==> config.mk <==
export PLATFORM = sky130hd
export DESIGN_NAME = fcmp_tag_unit
export DESIGN_NICKNAME = d
export VERILOG_FILES = /design/src/rtl/fcmp_pkg.sv /design/src/rtl/fcmp_classify.sv /design/src/rtl/fcmp_order.sv /design/src/rtl/fcmp_tag_unit.sv
export SDC_FILE = /design/constraint.sdc
export NUM_CORES = 1
export LEC_CHECK = 0
export ABC_AREA = 1
export BUFFER_PORTS_ARGS = -buffer_cell sky130_fd_sc_hd__clkbuf_2
export CAP_MARGIN = 20
export CORE_MARGIN = 10
export CORE_UTILIZATION = 44
export CTS_CLUSTER_DIAMETER = 200
export DETAILED_ROUTE_END_ITERATION = 8
export PLACE_DENSITY = 0.82
export SYNTH_ARGS = -nofsm -noshare
export SYNTH_HDL_FRONTEND = slang
export SYNTH_SLANG_ARGS = --single-unit
==> constraint.sdc <==
create_clock -name clk -period 1.46 [get_ports clk]
set_input_delay 0 -clock clk [delete_from_list [all_inputs] [get_ports clk]]
set_output_delay 0 -clock clk [all_outputs]
set_load 0.01 [all_outputs]
==> src/rtl/fcmp_pkg.sv <==
package fcmp_pkg;

    localparam int EXP_W  = 8;
    localparam int FRAC_W = 23;
    localparam int WORD_W = 1 + EXP_W + FRAC_W;
    localparam int MAG_W  = EXP_W + FRAC_W;
    localparam int REL_W  = 4;
    localparam int FIELD_W = REL_W + 2;
    localparam int TAG_A_BIT = REL_W;
    localparam int TAG_B_BIT = REL_W + 1;

    typedef struct packed {
        logic              sign;
        logic [EXP_W-1:0]  exp;
        logic [FRAC_W-1:0] frac;
    } fp_word_t;

    typedef struct packed {
        logic zero;
        logic denorm;
        logic nan;
        logic snan;
    } fp_kind_t;

    typedef enum logic [1:0] {
        REL_LT = 2'd0,
        REL_EQ = 2'd1,
        REL_GT = 2'd2,
        REL_UN = 2'd3
    } rel_e;

    function automatic logic [REL_W-1:0] rel_onehot(rel_e r);
        return REL_W'(1) << r;
    endfunction

endpackage

==> src/rtl/fcmp_classify.sv <==
module fcmp_classify
    import fcmp_pkg::*;
(
    input  fp_word_t op,
    output fp_kind_t kind
);
    logic exp_max;
    logic exp_min;
    logic frac_nz;

    always_comb begin
        exp_max     = &op.exp;
        exp_min     = ~|op.exp;
        frac_nz     = |op.frac;
        kind.zero   = exp_min & ~frac_nz;
        kind.denorm = exp_min & frac_nz;
        kind.nan    = exp_max & frac_nz;
        kind.snan   = exp_max & frac_nz & ~op.frac[FRAC_W-1];
    end
endmodule

==> src/rtl/fcmp_order.sv <==
module fcmp_order
    import fcmp_pkg::*;
(
    input  fp_word_t a,
    input  fp_word_t b,
    input  logic     any_nan,
    input  logic     both_zero,
    output rel_e     rel
);
    logic [MAG_W-1:0] mag_a;
    logic [MAG_W-1:0] mag_b;

    always_comb begin
        mag_a = {a.exp, a.frac};
        mag_b = {b.exp, b.frac};
        if (any_nan)
            rel = REL_UN;
        else if (both_zero)
            rel = REL_EQ;
        else if (a.sign != b.sign)
            rel = a.sign ? REL_LT : REL_GT;
        else if (mag_a == mag_b)
            rel = REL_EQ;
        else if ((mag_a < mag_b) ^ a.sign)
            rel = REL_LT;
        else
            rel = REL_GT;
    end
endmodule

==> src/rtl/fcmp_tag_unit.sv <==
module fcmp_tag_unit
    import fcmp_pkg::*;
#(
    parameter bit REG_OUT = 1'b1
) (
    input  logic              clk,
    input  logic              rst,
    input  logic [WORD_W-1:0] op_a,
    input  logic [WORD_W-1:0] op_b,
    output logic [WORD_W-1:0] result,
    output logic              exc_invalid,
    output logic              exc_summary
);
    fp_word_t ops  [2];
    fp_kind_t kinds[2];
    rel_e     rel;

    logic [WORD_W-1:0] res_c;
    logic              inv_c;
    logic              sum_c;

    assign ops[0] = op_a;
    assign ops[1] = op_b;

    for (genvar i = 0; i < 2; i++) begin : g_cls
        fcmp_classify u_cls (
            .op   (ops[i]),
            .kind (kinds[i])
        );
    end

    fcmp_order u_order (
        .a         (ops[0]),
        .b         (ops[1]),
        .any_nan   (kinds[0].nan | kinds[1].nan),
        .both_zero (kinds[0].zero & kinds[1].zero),
        .rel       (rel)
    );

    always_comb begin
        res_c                  = '0;
        res_c[REL_W-1:0]       = rel_onehot(rel);
        res_c[TAG_A_BIT]       = kinds[0].denorm;
        res_c[TAG_B_BIT]       = kinds[1].denorm;
        inv_c                  = kinds[0].snan | kinds[1].snan;
        sum_c                  = inv_c;
    end

    if (REG_OUT) begin : g_reg
        always_ff @(posedge clk) begin
            if (rst) begin
                result      <= '0;
                exc_invalid <= 1'b0;
                exc_summary <= 1'b0;
            end else begin
                result      <= res_c;
                exc_invalid <= inv_c;
                exc_summary <= sum_c;
            end
        end
    end else begin : g_comb
        assign result      = res_c;
        assign exc_invalid = inv_c;
        assign exc_summary = sum_c;
    end


    a_r1_onehot_rel: assert property (@(posedge clk) disable iff (rst)
        $onehot(res_c[REL_W-1:0]));

    a_r9_upper_zero: assert property (@(posedge clk) disable iff (rst)
        result[WORD_W-1:FIELD_W] == '0);

    a_r5_nan_unordered: assert property (@(posedge clk) disable iff (rst)
        (kinds[0].nan || kinds[1].nan) |-> rel == REL_UN);

    a_r4_zeros_equal: assert property (@(posedge clk) disable iff (rst)
        (kinds[0].zero && kinds[1].zero) |-> rel == REL_EQ);

    a_r2_tag_not_zero: assert property (@(posedge clk) disable iff (rst)
        res_c[TAG_A_BIT] |-> (op_a[WORD_W-2:FRAC_W] == '0 && !kinds[0].zero));

    a_r6_invalid_unordered: assert property (@(posedge clk) disable iff (rst)
        exc_invalid |-> result[REL_W-1]);

    a_r7_summary_tracks: assert property (@(posedge clk) disable iff (rst)
        exc_summary == exc_invalid);

    a_r8_neg_inf_low: assert property (@(posedge clk) disable iff (rst)
        (op_a == 32'hFF80_0000 && !kinds[1].nan && op_b != 32'hFF80_0000)
        |-> rel == REL_LT);
endmodule

==> impl_metrics.env, run 1 <==
export IMPL_status="completed"
export IMPL_initial_core_util_pct=46.96
export IMPL_grt_usage_pct=12.44
export IMPL_n_fill_cell=349
export IMPL_layout_common_cells="73 x clkbuf_2, 61 x nand2_1, 56 x inv_1"
export IMPL_maxSlewViolCount=0
export IMPL_pwr_share_comb_pct=48.5
export IMPL_synthesis_area_um2=1617
export IMPL_die_width_um=80.62
export IMPL_wl_per_cell_um=11.05
export IMPL_power_frac_seq_pct=21.8
export IMPL_antenna_found_initial=0
export IMPL_htreeDepth=1
export IMPL_maxCapViolations=0
export IMPL_design_area_um2=2036
export IMPL_switching_share_pct=37.02
export IMPL_period_needed_ns=1.239
export IMPL_remaining_drc_errors=0
export IMPL_cts_sinks=7
export IMPL_critPathCaptureType="flop"
export IMPL_fmax_mhz=807.1
export IMPL_globalplace_congestion=0.8269
export IMPL_worstSetupPathType="input port to flop"
export IMPL_coreArea_um2=3442
export IMPL_vias_per_cell=4.425
export IMPL_via_count=1779
export IMPL_cts_buffers_inserted=3
export IMPL_grt_pass1_wl_um=6886
export IMPL_crit_fanout=3
export IMPL_critPathLaunchType="input port"
export IMPL_wirelength_um=4442
export IMPL_avgSynthCellArea_um2=5.815
export IMPL_final_cells=402
export IMPL_multi_input_comb_area_um2=1189
export IMPL_hp_start="op_b[22]"
export IMPL_synth_seq_area_share_pct=8.669
export IMPL_p_leak_nw=1.295
export IMPL_portBuffers=73
export IMPL_p_sw_uw=338.1
export IMPL_dr_pass1_iters=4
export IMPL_overflow=0
export IMPL_fin_crit_sh_pct=84.87
export IMPL_hold_viol_final=0
export IMPL_dp_cells=396
export IMPL_grt_pass1_vias=1741
export IMPL_cts_root_buf="clkbuf_8"
export IMPL_ant_nets=0
export IMPL_num_io_pins=100
export IMPL_holdCritPathClass="input port to flop"
export IMPL_intPower_uw=575.2
export IMPL_dp_hpwl_um=4140
export IMPL_required_ns=1.62
export IMPL_drt_iter0_markers=42
export IMPL_die_area_um2=6499
export IMPL_p_per_area_nw_per_um2=448.6
export IMPL_antenna_cells=0
export IMPL_total_power_uw=913.3
export IMPL_clk_pin_slew_ns=0.04
export IMPL_cts_tree="yes"
export IMPL_final_core_util_pct=59.14
export IMPL_die_y_um=80.62
export IMPL_final_nets=454
export IMPL_final_setup_viol_count=0
export IMPL_cts_max_path_buffers=2
export IMPL_synth_cell_type_count=17
export IMPL_ir_drop_mv=0.1953
export IMPL_ys_ff_latch=7
export IMPL_drive_gt1_share_pct=24.16
export IMPL_rows=21
export IMPL_regArea_um2=140.1
export IMPL_final_common_cell="clkbuf_2"
export IMPL_synth_warnings=0
export IMPL_p_clk_share_pct=29.7
export IMPL_post_dp_cell_area_um2=1938
export IMPL_grt_max_degree=5
export IMPL_crit_arrival_ns=1.40
export IMPL_synth_cells=278
export IMPL_area_growth_pct=25.93
export IMPL_worstSetupStartpoint="op_b[30]"
-- routing by layer --
metal	global-route usage, %	wire [um]	up-vias
li1	-	-	971
met1	13.71	1823	747
met2	23.09	2219	59
met3	3.786	392	2
met4	1.585	6	0
met5	0	0	-
-- stage by stage --
stage                        TNS, ns  worst slack (ns)  hold slack [ns]
after global placement             0           0.02743           0.1755
after CTS                          0            0.2038          0.08394
after detailed placement   -0.006157         -0.004794           0.1781
after floorplan                    0            0.2184          0.07127
after global routing      -0.0001211        -0.0001211           0.1397
final                              0            0.2210          0.09242
-- kinds of logic after synthesis --
family	Yosys count	share of synthesized area (%)
compound gates	14	4.721
fa+ha+maj	31	23.99
buf+inv	84	25.77
flops	7	8.668
other cells	1	0.2320
simple gates	141	36.61
-- power groups by stage --
| stage | sequential (mW) | combinational (mW) | clock, mW |
|---|---|---|---|
| 6_report | 0.199 | 0.443 | 0.271 |
| 5_1_grt | 0.199 | 0.515 | 0.283 |
| 3_5_place_dp | 0.202 | 0.423 | 0 |
| 4_1_cts | 0.199 | 0.428 | 0.272 |
| 3_3_place_gp | 0.202 | 0.412 | 0 |
| 2_1_floorplan | 0.205 | 0.308 | 0 |
-- registers in the layout (all words and copies together) (netlist names) --
register,flops
exc_summary,1
result,6
-- worst max-delay path, cell delays in order --
cell and delay (ns):
clkbuf_2 0.08, inv_1 0.05, ha_1 0.31, nand3_1 0.13, inv_1 0.06, nand2_1 0.08
inv_1 0.04, nand2_1 0.05, nand2_1 0.04, a21oi_1 0.15, nand2_1 0.07, nand2_1 0.07
nand3_2 0.07, nand2_1 0.08, nand2_2 0.05, nor2_1 0.08
-- cell usage after synthesis (all sizes together) --
library cell   n  area share (%)
conb           1            0.23
inv           57              13
dfxtp          7             8.7
nor4           2            0.77
a21oi         11             3.4
nand3b         2            0.93
ha            31              24
nor3           4             1.2
nand4          7             2.7
a21o           2            0.93
nor2          45              11
buf           27              13
o22ai          1            0.39
nand3         18             5.6
nand2         63              15
-- timing repair --
item / in CTS / in global routing
setup endpoints to repair: 0 / 3
endpoints found under the hold margin: 1 / 0
hold buffers: 1 / 0
gates resized for setup: 0 / 5
setup buffers: 0 / 1
-- path summary, 6_finish.rpt --
| kind | slack (ns) | cells past startpoint | endpoint |
|---|---|---|---|
| worst min-delay path | 0.09 | 4 | exc_summary |
| worst max-delay path | 0.22 | 16 | result[3] |
-- layout make-up --
type / instances / area share (%)
Inverter: 57 / 10.51
Timing Repair Buffer: 76 / 19.18
Multi-Input combinational cell: 212 / 58.39
Sequential cell: 7 / 6.884
Clock buffer: 4 / 2.213
Tap cell: 46 / 2.827
No activity file was read; power rests on OpenSTA's default activity.
==> inputs of run 2 (changes only) <==
==> constraint.sdc (replaced) <==
create_clock -name clk -period 1.2 [get_ports clk]
set_input_delay 0 -clock clk [delete_from_list [all_inputs] [get_ports clk]]
set_output_delay 0 -clock clk [all_outputs]
set_load 0.01 [all_outputs]
==> run 2 against run 1 <==
  * The flow now finishes with violations (negative setup slack)
  * Power increased by 69%
  * Clock power rose by 25%
  * Worst setup slack got worse by 0.35 ns
  * Worst hold slack better by 0.11 ns
  * Core utilization is 25 points higher
  * Non-clock buffer count is 46 higher
  * Final area is 42% higher
  * Critical path depth shrank 3
==> impl_metrics.env, run 2 (synthesis gave the netlist of run 1 again) <==
export IMPL_num_io_pins=100
export IMPL_critPathLaunchType="input port"
export IMPL_rsz0062_at_grt="true"
export IMPL_final_common_cell="clkbuf_2"
export IMPL_holdCritPathClass="input port to flop"
export IMPL_cts_max_path_buffers=2
export IMPL_crit_arrival_ns=1.50
export IMPL_failed_checks="negative setup slack"
export IMPL_grt_max_degree=5
export IMPL_cts_tree="yes"
export IMPL_antenna_found_initial=0
export IMPL_grt_usage_pct=14.50
export IMPL_final_nets=500
export IMPL_via_count=2220
export IMPL_final_cells=448
export IMPL_hold_viol_final=0
export IMPL_maxCapViolations=0
export IMPL_crit_chain="clkbuf_2 > inv_2 > ha_4 > nand2_2 > inv_2 > nand2_1 > nor3_2 > nand3_1 > nor2_2 > a21oi_2 > nand3_2 > nand3_1 > nor2_1"
export IMPL_period_needed_ns=1.329
export IMPL_layout_common_cells="63 x clkbuf_2, 49 x buf_4, 45 x nand2_1"
export IMPL_drive_gt1_share_pct=52.49
export IMPL_p_leak_nw=1.549
export IMPL_critPathCaptureType="flop"
export IMPL_grt_pass1_vias=1996
export IMPL_wirelength_um=6717
export IMPL_rows=21
export IMPL_overflow=0
export IMPL_dr_pass1_iters=4
export IMPL_hp_start="op_a[31]"
export IMPL_final_setup_viol_count=4
export IMPL_required_ns=1.37
export IMPL_max_stage_delay_ns=0.25
export IMPL_remaining_drc_errors=0
export IMPL_cts_root_buf="clkbuf_8"
export IMPL_portBuffers=73
export IMPL_dp_hpwl_um=4395
export IMPL_coreArea_um2=3442
export IMPL_crit_fanout=3
export IMPL_ant_nets=0
export IMPL_drt_iter0_markers=139
export IMPL_slowest_stage="ha_4"
export IMPL_cts_sinks=7
export IMPL_status="finished, violations left"
export IMPL_cts_buffers_inserted=3
export IMPL_worstSetupStartpoint="op_b[17]"
export IMPL_vias_per_cell=4.955
export IMPL_maxSlewViolCount=0
export IMPL_wl_per_cell_um=14.99
export IMPL_globalplace_congestion=0.8323
export IMPL_die_area_um2=6499
export IMPL_p_per_area_nw_per_um2=534.7
export IMPL_fin_crit_sh_pct=110.8
export IMPL_grt_pass1_wl_um=7941
export IMPL_ir_drop_mv=0.2068
export IMPL_initial_core_util_pct=46.96
export IMPL_largest_reg_flops=6
export IMPL_die_y_um=80.62
export IMPL_top_register="result"
export IMPL_area_growth_pct=78.33
export IMPL_fmax_mhz=752.2
export IMPL_clk_pin_slew_ns=0.04
export IMPL_final_core_util_pct=83.75
export IMPL_antenna_cells=0
export IMPL_dp_cells=434
export IMPL_finalWorstSetupSlack_ns=-0.1294
export IMPL_worstSetupPathType="input port to flop"
export IMPL_largestRegisters="result x6, exc_summary x1"
export IMPL_die_width_um=80.62
export IMPL_htreeDepth=1
export IMPL_post_place_ws_ns=-0.2970
## run 2: through the flow
step	hold slack, ns	instance area [um^2]	setup TNS, ns	total power [mW]
2_1_floorplan	0.07127	1799	0	0.6524
3_3_place_gp	0.1799	2312	-0.8880	0.8646
3_5_place_dp	0.1835	2312	-1.030	0.8837
4_1_cts	0.1855	2436	0	1.255
5_1_grt	0.2573	2883	-0.9367	1.642
6_report	0.2074	2883	-0.4596	1.541
## run 2: final cells by class
cell class / instances / area (um^2)
sequential: 7 / 140.1
clock buffer: 4 / 45.04
tap: 46 / 57.56
timing repair buffer: 122 / 798.3
inverter: 57 / 229.0
multi-input combinational: 212 / 1613
fill: 220 / 559.3
## run 2: final timing paths
| kind | endpoint | slack [ns] | cells after the start |
|---|---|---|---|
| setup / recovery | result[0] | -0.13 | 13 |
| hold / removal | result[2] | 0.21 | 5 |
## run 2: timing repair
item	4_1_cts	5_1_grt
pin swaps	11	43
hold buffers	1	0
endpoints found under the hold margin	1	0
endpoints found under the setup margin	2	4
resized for setup	13	91
buffers inserted	1	8
## run 2: routing by layer
metal  track usage (%)  part of all wire, %  vias up
met1             16.46                   36      998
met3             3.786                  9.5       32
met2             25.64                   50      122
li1                  -                    -     1068
met4             4.401                  4.7        0
met5                 0                    0        -
## run 2: worst max-delay path: cells and delay by family
kind,cells,cell delay [ns]
and+or+nand+nor,8,0.96
adders and majority gates,1,0.25
buffers and inverters,3,0.23
AOI/OAI and AO/OA,1,0.05
## run 2: report_power, final
| group | internal [mW] | switching, mW | total [mW] |
|---|---|---|---|
| logic | 0.471 | 0.488 | 0.959 |
| registers | 0.241 | 0.00175 | 0.243 |
| clock network | 0.230 | 0.110 | 0.340 |
==> inputs of run 3 (changes only) <==
--- a/config.mk
+++ b/config.mk
@@ -8,11 +8,13 @@
 export ABC_AREA = 1
 export BUFFER_PORTS_ARGS = -buffer_cell sky130_fd_sc_hd__clkbuf_2
 export CAP_MARGIN = 20
+export CELL_PAD_IN_SITES_DETAIL_PLACEMENT = 2
+export CELL_PAD_IN_SITES_GLOBAL_PLACEMENT = 2
 export CORE_MARGIN = 10
-export CORE_UTILIZATION = 44
+export CORE_UTILIZATION = 20
 export CTS_CLUSTER_DIAMETER = 200
 export DETAILED_ROUTE_END_ITERATION = 8
-export PLACE_DENSITY = 0.82
+export PLACE_DENSITY = 0.81
 export SYNTH_ARGS = -nofsm -noshare
 export SYNTH_HDL_FRONTEND = slang
 export SYNTH_SLANG_ARGS = --single-unit
==> run 3 against run 2 <==
  * The flow still finishes with violations (negative setup slack)
  * First-iteration DRC count fell by 80%
  * Worst setup slack improved by 0.050 ns
  * Global-route usage fell by 3.3 points
  * Final cell count rose by 13%
  * Power fell by 1.7%
  * Critical endpoint is now result[3]
  * Critical path type unchanged
  * Largest power group unchanged
  * Critical path depth did not move
  * Final area rose by 2.3%
  * Via count fell by 4.4%
  * Sequential share of layout area fell by 0.11 points
==> impl_metrics.env, run 3 (synthesis gave the netlist of run 1 again) <==
export IMPL_switching_share_pct=39.04
export IMPL_post_place_ws_ns=-0.4308
export IMPL_clk_pin_slew_ns=0.04
export IMPL_final_setup_viol_count=4
export IMPL_cp_top_family="simple AND/OR/NAND/NOR gates"
export IMPL_holdWs_ns=0.1264
export IMPL_p_leak_nw=1.561
export IMPL_grt_usage_pct=11.25
export IMPL_hold_path_end="exc_summary"
export IMPL_area_growth_pct=82.35
export IMPL_path_buf_inv=3
export IMPL_grt_pass1_vias=2432
export IMPL_p_per_area_nw_per_um2=514.1
export IMPL_grt_pass1_wl_um=11120
export IMPL_die_area_um2=12080
export IMPL_final_nets=502
export IMPL_p_sw_uw=591.6
export IMPL_final_common_cell="clkbuf_2"
export IMPL_maxSlewViolCount=0
export IMPL_num_io_pins=100
export IMPL_dp_hpwl_um=6501
export IMPL_via_count=2123
export IMPL_cts_root_buf="clkbuf_8"
export IMPL_worstSetupPathType="input port to flop"
export IMPL_n_fill_cell=974
export IMPL_whs_path_depth=4
export IMPL_cts_sinks=7
export IMPL_rsz0062_at_grt="true"
export IMPL_coreArea_um2=7807
export IMPL_hold_viol_final=0
export IMPL_initial_core_util_pct=20.71
export IMPL_required_ns=1.36
export IMPL_max_stage_delay_ns=0.27
export IMPL_power_frac_seq_pct=16.0
export IMPL_fmax_mhz=781.4
export IMPL_total_power_mw=1.515
export IMPL_maxCapViolations=0
export IMPL_fin_tns_setup_ns=-0.2180
export IMPL_portBuffers=73
export IMPL_drt_iter0_markers=28
export IMPL_drive_gt1_share_pct=50.99
export IMPL_holdCritPathClass="input port to flop"
export IMPL_grt_use_met2_pct=22.65
export IMPL_fin_crit_sh_pct=106.6
export IMPL_critPathLaunchType="input port"
export IMPL_period_needed_ns=1.280
export IMPL_die_y_um=109.9
export IMPL_globalplace_congestion=0.7978
export IMPL_remaining_drc_errors=0
export IMPL_vias_per_cell=4.196
export IMPL_ir_drop_mv=0.1973
export IMPL_finalWorstSetupSlack_ns=-0.07971
export IMPL_ant_nets=0
export IMPL_rows=32
export IMPL_failed_checks="negative setup slack"
export IMPL_layout_common_cells="66 x clkbuf_2, 50 x buf_4, 46 x nand2_1"
export IMPL_slowest_stage="ha_4"
export IMPL_top_register="result"
export IMPL_largestRegisters="result x6, exc_summary x1"
export IMPL_busiest_layer="met2"
export IMPL_antenna_found_initial=0
export IMPL_cts_max_path_buffers=2
export IMPL_crit_arrival_ns=1.44
export IMPL_critPathCaptureType="flop"
export IMPL_hp_start="op_b[22]"
export IMPL_met3_usage_pct=2.224
export IMPL_grt_max_degree=5
export IMPL_final_core_util_pct=37.76
export IMPL_p_clk_share_pct=22.3
export IMPL_wirelength_um=7891
export IMPL_htreeDepth=1
export IMPL_antenna_cells=0
export IMPL_cts_buffers_inserted=3
export IMPL_wl_per_cell_um=15.59
export IMPL_overflow=0
export IMPL_crit_chain="buf_4 > ha_4 > nand2_4 > nor2_4 > inv_2 > buf_4 > nor2_1 > a21oi_4 > nand3_2 > nand3_2 > nand2_2 > nand2_2 > nor2_1"
export IMPL_intPower_uw=923.8
export IMPL_crit_fanout=2
export IMPL_status="finished, violations left"
export IMPL_cts_tree="yes"
export IMPL_grt_use_met1_pct=11.47
export IMPL_dr_pass1_iters=4
export IMPL_die_width_um=109.9
export IMPL_pwr_share_comb_pct=61.7
export IMPL_largest_reg_flops=6
==> run 3: cell count changes in the layout (fill, tap and decap cells not counted), sizes merged <==
| cell | before | now |
|---|---|---|
| buf | 58 | 56 |
| clkbuf | 67 | 71 |
==> run 3: through the flow <==
step	cell area, um^2	cells
floorplan	1799	303
global placement	2420	495
detailed placement	2420	495
CTS	2526	502
global route	2948	506
finish	2948	506
==> run 3: worst min-delay path, stage by stage <==
cell,delay (ns)
clkbuf_2,0.11
o22ai_1,0.09
inv_1,0.06
nor2_1,0.04
==> run 3: power by group through the flow <==
| stage | sequential [mW] | combinational [mW] | clock [mW] |
|---|---|---|---|
| 4_1_cts | 0.243 | 0.723 | 0.347 |
| 3_5_place_dp | 0.246 | 0.697 | 0 |
| 3_3_place_gp | 0.246 | 0.653 | 0 |
| 2_1_floorplan | 0.250 | 0.402 | 0 |
| 5_1_grt | 0.243 | 1.05 | 0.351 |
| 6_report | 0.242 | 0.935 | 0.338 |
==> run 3: worst max-delay path by stage <==
| stage | from | endpoint | slack, ns | cells past startpoint |
|---|---|---|---|---|
| CTS | op_b[26] | result[2] | -0.12 | 16 |
| finish | op_a[23] | result[3] | -0.08 | 13 |
| detailed placement | op_b[24] | result[2] | -0.43 | 16 |
| global placement | op_b[24] | result[2] | -0.38 | 16 |
| floorplan | op_b[10] | result[2] | 0.002 | 15 |
| global route | op_b[28] | result[3] | -0.20 | 16 |
==> run 3: layer usage <==
metal | share of wire [%] | up-vias
met5 | 0 | -
met3 | 5.4 | 4
met2 | 56 | 54
li1 | - | 1065
met4 | 0.72 | 0
met1 | 38 | 1000
==> run 3: repair_timing <==
action | 4_1_cts | 5_1_grt
pin swaps | 8 | 31
hold buffers | 1 | 0
resized for setup | 5 | 85
endpoints found under the hold margin | 1 | 0
gates cloned | 0 | 0
setup endpoints to repair | 4 | 5
buffers inserted | 2 | 4
==> run 3: final cells by class <==
type                            count  area, um^2  share of cell area (%)
Clock buffer                        4       45.04                   1.528
Sequential cell                     7       140.1                   4.754
Inverter                           57       231.5                   7.852
Timing Repair Buffer              124       804.5                   27.29
Multi-Input combinational cell    212        1599                   54.24
Tap cell                          102       127.6                   4.329
